### config.mk
export PLATFORM = sky130hd
export DESIGN_NAME = dbtx_top
export DESIGN_NICKNAME = d
export VERILOG_FILES = /design/src/rtl/dbtx_pkg.sv /design/src/rtl/dbtx_hold.sv /design/src/rtl/dbtx_shifter.sv /design/src/rtl/dbtx_top.sv
export SDC_FILE = /design/constraint.sdc
export NUM_CORES = 1
export LEC_CHECK = 0
export CAP_MARGIN = 20
export CORE_UTILIZATION = 65
export DETAILED_ROUTE_END_ITERATION = 10
export DONT_BUFFER_PORTS = 1
export HOLD_SLACK_MARGIN = 0.03
export PLACE_DENSITY = 0.8
export SYNTH_ARGS = -nofsm -noshare
export SYNTH_HDL_FRONTEND = slang
export SYNTH_SLANG_ARGS = --single-unit
### constraint.sdc
create_clock -name clk -period 2.57 [get_ports clk]
set_input_delay 0.257 -clock clk [delete_from_list [all_inputs] [get_ports clk]]
set_output_delay 0.257 -clock clk [all_outputs]
set_load 0.03 [all_outputs]
### src/rtl/dbtx_pkg.sv
package dbtx_pkg;
  typedef struct packed {
    logic wide;      // 1: full data width, 0: one bit fewer
    logic par_en;    // even parity bit present
    logic two_stop;  // two stop bits
  } frame_mode_t;
endpackage

### src/rtl/dbtx_hold.sv
module dbtx_hold #(
  parameter int DW = 8
) (
  input  logic          clk,
  input  logic          rst_n,
  input  logic          wr_en,
  input  logic [DW-1:0] wr_data,
  input  logic          take,
  output logic [DW-1:0] hold_q,
  output logic          empty
);
  // Data has no reset: its content is undefined until first written.
  always_ff @(posedge clk) begin
    if (wr_en) hold_q <= wr_data;
  end

  always_ff @(posedge clk) begin
    if (!rst_n)     empty <= 1'b1;
    else if (wr_en) empty <= 1'b0;
    else if (take)  empty <= 1'b1;
  end

  p_write_clears_r2: assert property (@(posedge clk) disable iff (!rst_n)
    wr_en |=> (!empty && hold_q == $past(wr_data)));

  p_take_sets_r3: assert property (@(posedge clk) disable iff (!rst_n)
    (take && !wr_en) |=> empty);
endmodule

### src/rtl/dbtx_shifter.sv
module dbtx_shifter
  import dbtx_pkg::*;
#(
  parameter int DW = 8
) (
  input  logic          clk,
  input  logic          rst_n,
  input  logic          enable,
  input  logic          bit_tick,
  input  frame_mode_t   mode,
  input  logic [DW-1:0] hold_q,
  input  logic          hold_full,
  output logic          take,
  output logic          line
);
  localparam int FW = DW + 4;
  localparam int CW = $clog2(FW + 1);

  logic [FW-1:0] sr, frame_v;
  logic [CW-1:0] left, nd, flen;
  logic [DW-1:0] dv;
  logic          busy, last;

  // Build the framed character from the waiting byte.
  always_comb begin
    nd      = mode.wide ? CW'(DW) : CW'(DW - 1);
    dv      = hold_q;
    if (!mode.wide) dv[DW-1] = 1'b0;
    frame_v = '1;
    frame_v[0] = 1'b0;
    for (int i = 0; i < DW; i++) begin
      if (i < int'(nd)) frame_v[i+1] = dv[i];
    end
    if (mode.par_en) frame_v[nd + CW'(1)] = ^dv;
    flen = nd + CW'(2) + CW'(mode.par_en) + CW'(mode.two_stop);
  end

  assign last = busy && (left == CW'(1));
  assign take = enable && hold_full && bit_tick && (!busy || last);
  assign line = busy ? sr[0] : 1'b1;

  always_ff @(posedge clk) begin
    if (!rst_n || !enable) begin
      busy <= 1'b0;
      left <= '0;
      sr   <= '1;
    end else if (take) begin
      busy <= 1'b1;
      left <= flen;
      sr   <= frame_v;
    end else if (bit_tick && busy) begin
      sr   <= {1'b1, sr[FW-1:1]};
      left <= left - CW'(1);
      if (last) busy <= 1'b0;
    end
  end

  p_start_low_r4: assert property (@(posedge clk) disable iff (!rst_n)
    take |=> !line);

  p_idle_high_r7: assert property (@(posedge clk) disable iff (!rst_n)
    !enable |=> line);

  p_tick_paced_r8: assert property (@(posedge clk) disable iff (!rst_n)
    (!bit_tick && enable) |=> $stable(line));
endmodule

### src/rtl/dbtx_top.sv
module dbtx_top
  import dbtx_pkg::*;
#(
  parameter int DW = 8
) (
  input  logic          clk,
  input  logic          rst_n,
  input  logic          tx_enable,
  input  logic [2:0]    frame_mode,
  input  logic          bit_tick,
  input  logic          wr_en,
  input  logic [DW-1:0] wr_data,
  output logic [DW-1:0] hold_rdata,
  output logic          hold_empty,
  output logic          tx_line
);
  frame_mode_t mode;
  logic        take;

  assign mode = frame_mode_t'(frame_mode);

  dbtx_hold #(.DW(DW)) u_hold (
    .clk     (clk),
    .rst_n   (rst_n),
    .wr_en   (wr_en),
    .wr_data (wr_data),
    .take    (take),
    .hold_q  (hold_rdata),
    .empty   (hold_empty)
  );

  dbtx_shifter #(.DW(DW)) u_shift (
    .clk       (clk),
    .rst_n     (rst_n),
    .enable    (tx_enable),
    .bit_tick  (bit_tick),
    .mode      (mode),
    .hold_q    (hold_rdata),
    .hold_full (!hold_empty),
    .take      (take),
    .line      (tx_line)
  );

  p_no_drain_disabled_r7: assert property (@(posedge clk) disable iff (!rst_n)
    (!tx_enable && !wr_en) |=> ($stable(hold_empty) && $stable(hold_rdata)));

  p_transfer_keeps_data_r6: assert property (@(posedge clk) disable iff (!rst_n)
    (take && !wr_en) |=> $stable(hold_rdata));
endmodule

-- Yosys cells after proc, flatten, opt, wreduce, memory -nomap -nowiden
Index checks and enable logic that the tools add are counted.
- flip-flop bits (word level): 26
- bits of input ports: 16
- output and inout bits: 10
- add/sub/neg operators: 5
- $lt $le $gt $ge: 10
- equal/unequal tests: 1
- mux-type cells: 24
- reductions and logical operators: 17
- operator list (cell ; count):
    12-bit 2-to-1 mux ; 3
    3-bit by 4-bit < comparator with 1-bit output, first input constant ; 4
    1-bit 2-to-1 mux ; 16
    12-bit bitwise mux ; 1
    4-bit 2-to-1 mux ; 3
    4-bit by 1-bit adder with 4-bit output ; 2
    1-bit by 4-bit < comparator with 1-bit output, first input constant ; 2
    2-bit by 4-bit < comparator with 1-bit output, first input constant ; 2
    8-bit XOR reduction ; 1
    1-bit logical AND ; 6
    2-bit nonzero test ; 3
    4-bit by 5-bit < comparator with 1-bit output, second input constant ; 1
    4-bit by 1-bit adder with 4-bit output, second input constant ; 1
    4-bit by 2-bit adder with 4-bit output, second input constant ; 1
    1-bit demux with 4-bit select ; 1
    4-bit by 1-bit equality test with 1-bit output, second input constant ; 1
    4-bit by 1-bit >= comparator with 1-bit output, second input constant ; 1
    1-bit logical NOT ; 4
    4-bit by 1-bit subtractor with 4-bit output, second input constant ; 1
    1-bit logical OR ; 2
    2-bit AND reduction ; 1

-- Logic depth before layout (Yosys ltp)
- depth after elaboration: 9
- mapped depth: 8
- gate-level depth less buffers: 7

-- By module
A second synthesis with hierarchy kept.
- cell total of the unflattened synthesis: 104
- area, all modules: 1107.3 um2
- modules (own cells, without submodules) (module ; instances ; cells each ; area each (um2) ; seq. area each (um2)):
    dbtx_shifter ; 1 ; 92 ; 834.6 ; 300.3
    dbtx_hold ; 1 ; 11 ; 269.0 ; 260.2
    dbtx_top ; 1 ; 1 ; 3.8 ; 0.0

-- Worst setup path before layout
OpenSTA, ideal clock, no wires.
- path kind: reg-to-reg
- from: register u_hold.hold_q[7]
- to: register u_shift.sr[9]
- setup time: 81 ps
- arrival: 1523 ps
- data required time: 2489 ps
- setup slack: 966 ps
- stages on the path, launching flop included: 6
- buffers on the path: 0
- path through: edfxtp_1 -> and2_4 -> xnor3_1 -> xnor2_1 -> and2_1 -> a41oi_1
- cells in the longest elaborated chain, start to end: 5
- ends and longest elaborated chain (element ; RTL line ; text):
    start, declared ; dbtx_hold.sv:9 ; output logic [DW-1:0] hold_q,
    start signal, assigned ; dbtx_hold.sv:14 ; if (wr_en) hold_q <= wr_data;
    1-bit 2-to-1 mux ; dbtx_shifter.sv:28 ; if (!mode.wide) dv[DW-1] = 1'b0;
    8-bit XOR reduction ; dbtx_shifter.sv:34 ; if (mode.par_en) frame_v[nd + CW'(1)] = ^dv;
    12-bit bitwise mux ; dbtx_shifter.sv:34 ;
    12-bit 2-to-1 mux ; dbtx_shifter.sv:34 ;
    12-bit 2-to-1 mux ; dbtx_shifter.sv:47 ; end else if (take) begin
    end signal, assigned ; dbtx_shifter.sv:50 ; sr <= frame_v;
    end signal, assigned ; dbtx_shifter.sv:52 ; sr <= {1'b1, sr[FW-1:1]};
    end, declared ; dbtx_shifter.sv:19 ; logic [FW-1:0] sr, frame_v;
No other way between the ends.
A chain may end at the register's enable or synchronous reset.

-- Worst setup path after layout
- from: register u_shift.left[1]
- to: register u_shift.sr[5]
- cells in the longest elaborated chain, start to end: 5
- ends and longest elaborated chain (element ; RTL line ; text):
    start, declared ; dbtx_shifter.sv:20 ; logic [CW-1:0] left, nd, flen;
    start signal, assigned ; dbtx_shifter.sv:49 ; left <= flen;
    start signal, assigned ; dbtx_shifter.sv:53 ; left <= left - CW'(1);
    4-bit by 1-bit equality test with 1-bit output (*) ; dbtx_shifter.sv:38 ; assign last = busy && (left == CW'(1));
    1-bit logical AND (*) ; dbtx_shifter.sv:38 ;
    1-bit logical OR (*) ; dbtx_shifter.sv:39 ; assign take = enable && hold_full && bit_tick && (!busy || last);
    1-bit logical AND (*) ; dbtx_shifter.sv:39 ;
    12-bit 2-to-1 mux / 2-bit nonzero test (equally long branches) ; -- ;
Every way passes the cells marked *; elsewhere a longest branch is shown, timed or not.

==> metrics.csv <==
stage;metric;value;unit
routing;postRouteAntennaNets;0;
clock_network;clkTransAtPathRegs;0.13;ns
worst_setup_path;cp_data_arrival_time;2.01;ns
global_routing;grt_pass1_vias;817;
pwr;ir_worst_vdd;0.000500;V
worst_setup_path;cpMaxStageDelayCell;or3b_4;
yosys;syn_inst;110;
sta;max_freq;553;MHz
clock_network;clock-root-buffer;clkbuf_4;
clock_network;clk_latency;0.33;ns
routing;drt-pass1-iter-count;4;
routing;vias;874;
sta;layout_min_cycle_time;1.81;ns
routing;dr.first_iter.drc_count;49;
worst_setup_path;path_class;reg -> reg;
worst_setup_path;rr_startpoint;u_shift.left[1];
sta;rsz0062_at_grt;no;
sta;min_period_over_period;0.704;
clock_network;clock_sinks;24;
yosys;synth_seq_area_share;0.490;
yosys;synthTopCellsByArea;dfxtp_1 (28%), edfxtp_1 (21%), a211oi_1 (6.6%);
sta;relSlewSlack;0.656;
placed_design;hpwlAfterDp;1370;um
finish;n_antenna_cell;0;
worst_setup_path;endpoint_kind;flip-flop;
die;core;1580;sq um
yosys;yosysMostFrequentCell;dfxtp_1;
yosys;synth-edff-count;8;
yosys;yosysTopAreaCell;dfxtp_1;
finish;drive_gt1_frac;0.0500;
die;fp-row-count;14;
routing;via_per_inst;6.43;
global_routing;grt_max_degree;17;
clock_network;h-tree-depth;1;
clock_network;ctsResizeCount;0;
worst_setup_path;path_cells;inv_1, ha_1, or3b_4, nand2_1, nand2b_1, nor2_1, o21ai_0;
sta;tns;0;ns
routing;finalWirelength;2330;um
placed_design;portBuffers;0;
die;die_w;43.9;um
run_status;status;finished, final reports clean;
sta;final-hold-violation-count;0;
die;die_h;43.9;um
clock_network;cts_tree;built;
yosys;synthTopCellsByCount;dfxtp_1 (16), a211oi_1 (10), nor2_1 (10), o21ai_0 (10);
yosys;syn_avg_cell_area;10.4;sq um
pwr;leakagePower;0.486;nW
placed_design;gp_congestion;0.760;
yosys;ys_types;31;
finish;final_core_util;0.810;
sta;worst_pin_slew;0.514;ns
worst_setup_path;crit_fanout;12;
yosys;synth_fp_nets;130;
worst_setup_path;cp.required;2.77;ns
finish;nFillCells;96;
clock_network;cts_buffers;3;
die;io_pins;26;
clock_network;cts_buffer_depth;2;
sta;fin_skew;0.00404;ns
global_routing;grt_pass1_wl;3640;um
routing;post_drt_wl_per_cell;17.1;um
yosys;synth_top_area_share;0.280;
sta;final_max_slew_viol_count;0;
sta;setup_viol;0;
yosys;synth_area;1140;sq um
worst_setup_path;cp-start-kind;flip-flop;
routing;drc;0;
yosys;synth-async-reset-ratio;0;
yosys;ys.flop_type;dfxtp_1;
run;cap_violations;0;
global_routing;grt_antenna_before_repair;0;
global_routing;gr-total-overflow;0;
finish;nNetsFinal;141;
yosys;synth-seq-cells;24;
finish;syn_to_final_growth;11.6;%
die;start_util;0.725;
die;dieArea;1930;sq um
min_path;hold_class;in -> reg;
global_routing;gr-usage-all-layers;0.268;
pwr;p_per_area;564;nW/um^2
worst_setup_path;max_stage_delay;0.39;ns
min_path;min_from;frame_mode[2];
worst_setup_path;startpoint;u_shift.left[1];
yosys;yosysWarningCount;0;
==> per-layer routing <==
layer | track usage | part of all wire | vias to the layer above
li1 | - | - | 410
met3 | 0.100 | 0.096 | 11
met4 | 0.133 | 0.034 | 0
met5 | 0 | 0 | -
met1 | 0.355 | 0.41 | 402
met2 | 0.388 | 0.46 | 51
==> path summary, 6_finish.rpt <==
path | end | slack (ns) | depth (start not counted)
max reg2reg | u_shift.sr[5] | 0.76 | 7
min reg2reg | u_shift.sr[0] | 0.55 | 2
min | u_shift.left[2] | 0.06 | 2
max | u_shift.sr[5] | 0.76 | 7
==> final cells by class <==
| type | count | area, sq um | share of cell area |
|---|---|---|---|
| flip-flops and latches | 24 | 561 | 0.439 |
| inverters | 3 | 11.3 | 0.00882 |
| well taps | 16 | 20.0 | 0.0157 |
| multi-input cells | 77 | 538 | 0.422 |
| clock buffers | 4 | 26.3 | 0.0206 |
| repair buffers | 12 | 120 | 0.0941 |
==> worst max-delay path, delay by kind of cell (launching register included) <==
family | cells | cell delay, ns
AND/OR/NAND/NOR | 4 | 0.98
flip-flops | 1 | 0.35
AO/OA/AOI/OAI | 1 | 0.14
adder cells (fa/ha/maj) | 1 | 0.13
buffers and inverters | 1 | 0.08
==> state kept, by name, summed over array words and instances, names as in the netlist <==
signal,cells
u_shift.sr,10
u_hold.hold_q,8
u_shift.left,4
u_hold.empty,1
u_shift.busy,1
==> layout by cell type (no fill, tap or decap) <==
cell	synthesis	layout
fa_1	1	1
a21oi_1	3	3
xor2_1	1	1
a41oi_1	1	1
nor2_1	10	10
a21oi_4	1	1
inv_1	3	3
or3b_4	1	1
o31ai_1	1	1
nor4_1	1	1
and2_1	2	2
nor3_1	1	1
clkbuf_4	0	3
xnor2_1	8	8
dfxtp_1	16	16
and3_1	7	7
nand3b_1	1	1
a31oi_1	1	1
nand2b_1	3	3
nand2_1	5	5
xnor3_1	1	1
ha_1	3	3
o21ai_0	10	10
clkbuf_1	1	1
mux2i_1	2	2
and2_4	1	1
dlygate4sd3_1	0	12
a211oi_1	10	10
nand3_1	2	2
edfxtp_1	8	8
==> repair_timing <==
| action | CTS | global route |
|---|---|---|
| hold endpoints to repair | 10 | 10 |
| buffers inserted | 0 | 0 |
| hold buffers | 10 | 2 |
==> through the flow <==
| step | instances | total power, mW | area [sq um] | hold WS, ns | worst slack [ns] |
|---|---|---|---|---|---|
| floorplan | 110 | 0.512 | 1140 | 0.333 | 0.966 |
| global placement | 120 | 0.519 | 1130 | 0.339 | 0.846 |
| detailed placement | 120 | 0.522 | 1130 | 0.347 | 0.800 |
| CTS | 134 | 0.699 | 1260 | 0.0319 | 0.782 |
| global route | 136 | 0.741 | 1280 | 0.0507 | 0.600 |
| finish | 136 | 0.720 | 1280 | 0.0553 | 0.762 |
==> kinds of logic after synthesis <==
family,share of synthesized area
DFF,0.490
xor gates and xnor gates,0.0886
buffers and inverters,0.0394
and+or+nand+nor,0.158
adders and majority gates,0.0503
muxes,0.0175
AOI/OAI and AO/OA,0.156
==> power by group <==
group	switching [mW]	internal, mW	total, mW
combinational	0.0422	0.0479	0.0901
sequential	0.0372	0.409	0.446
clock	0.122	0.0611	0.183
(Power assumes the default switching activity.)
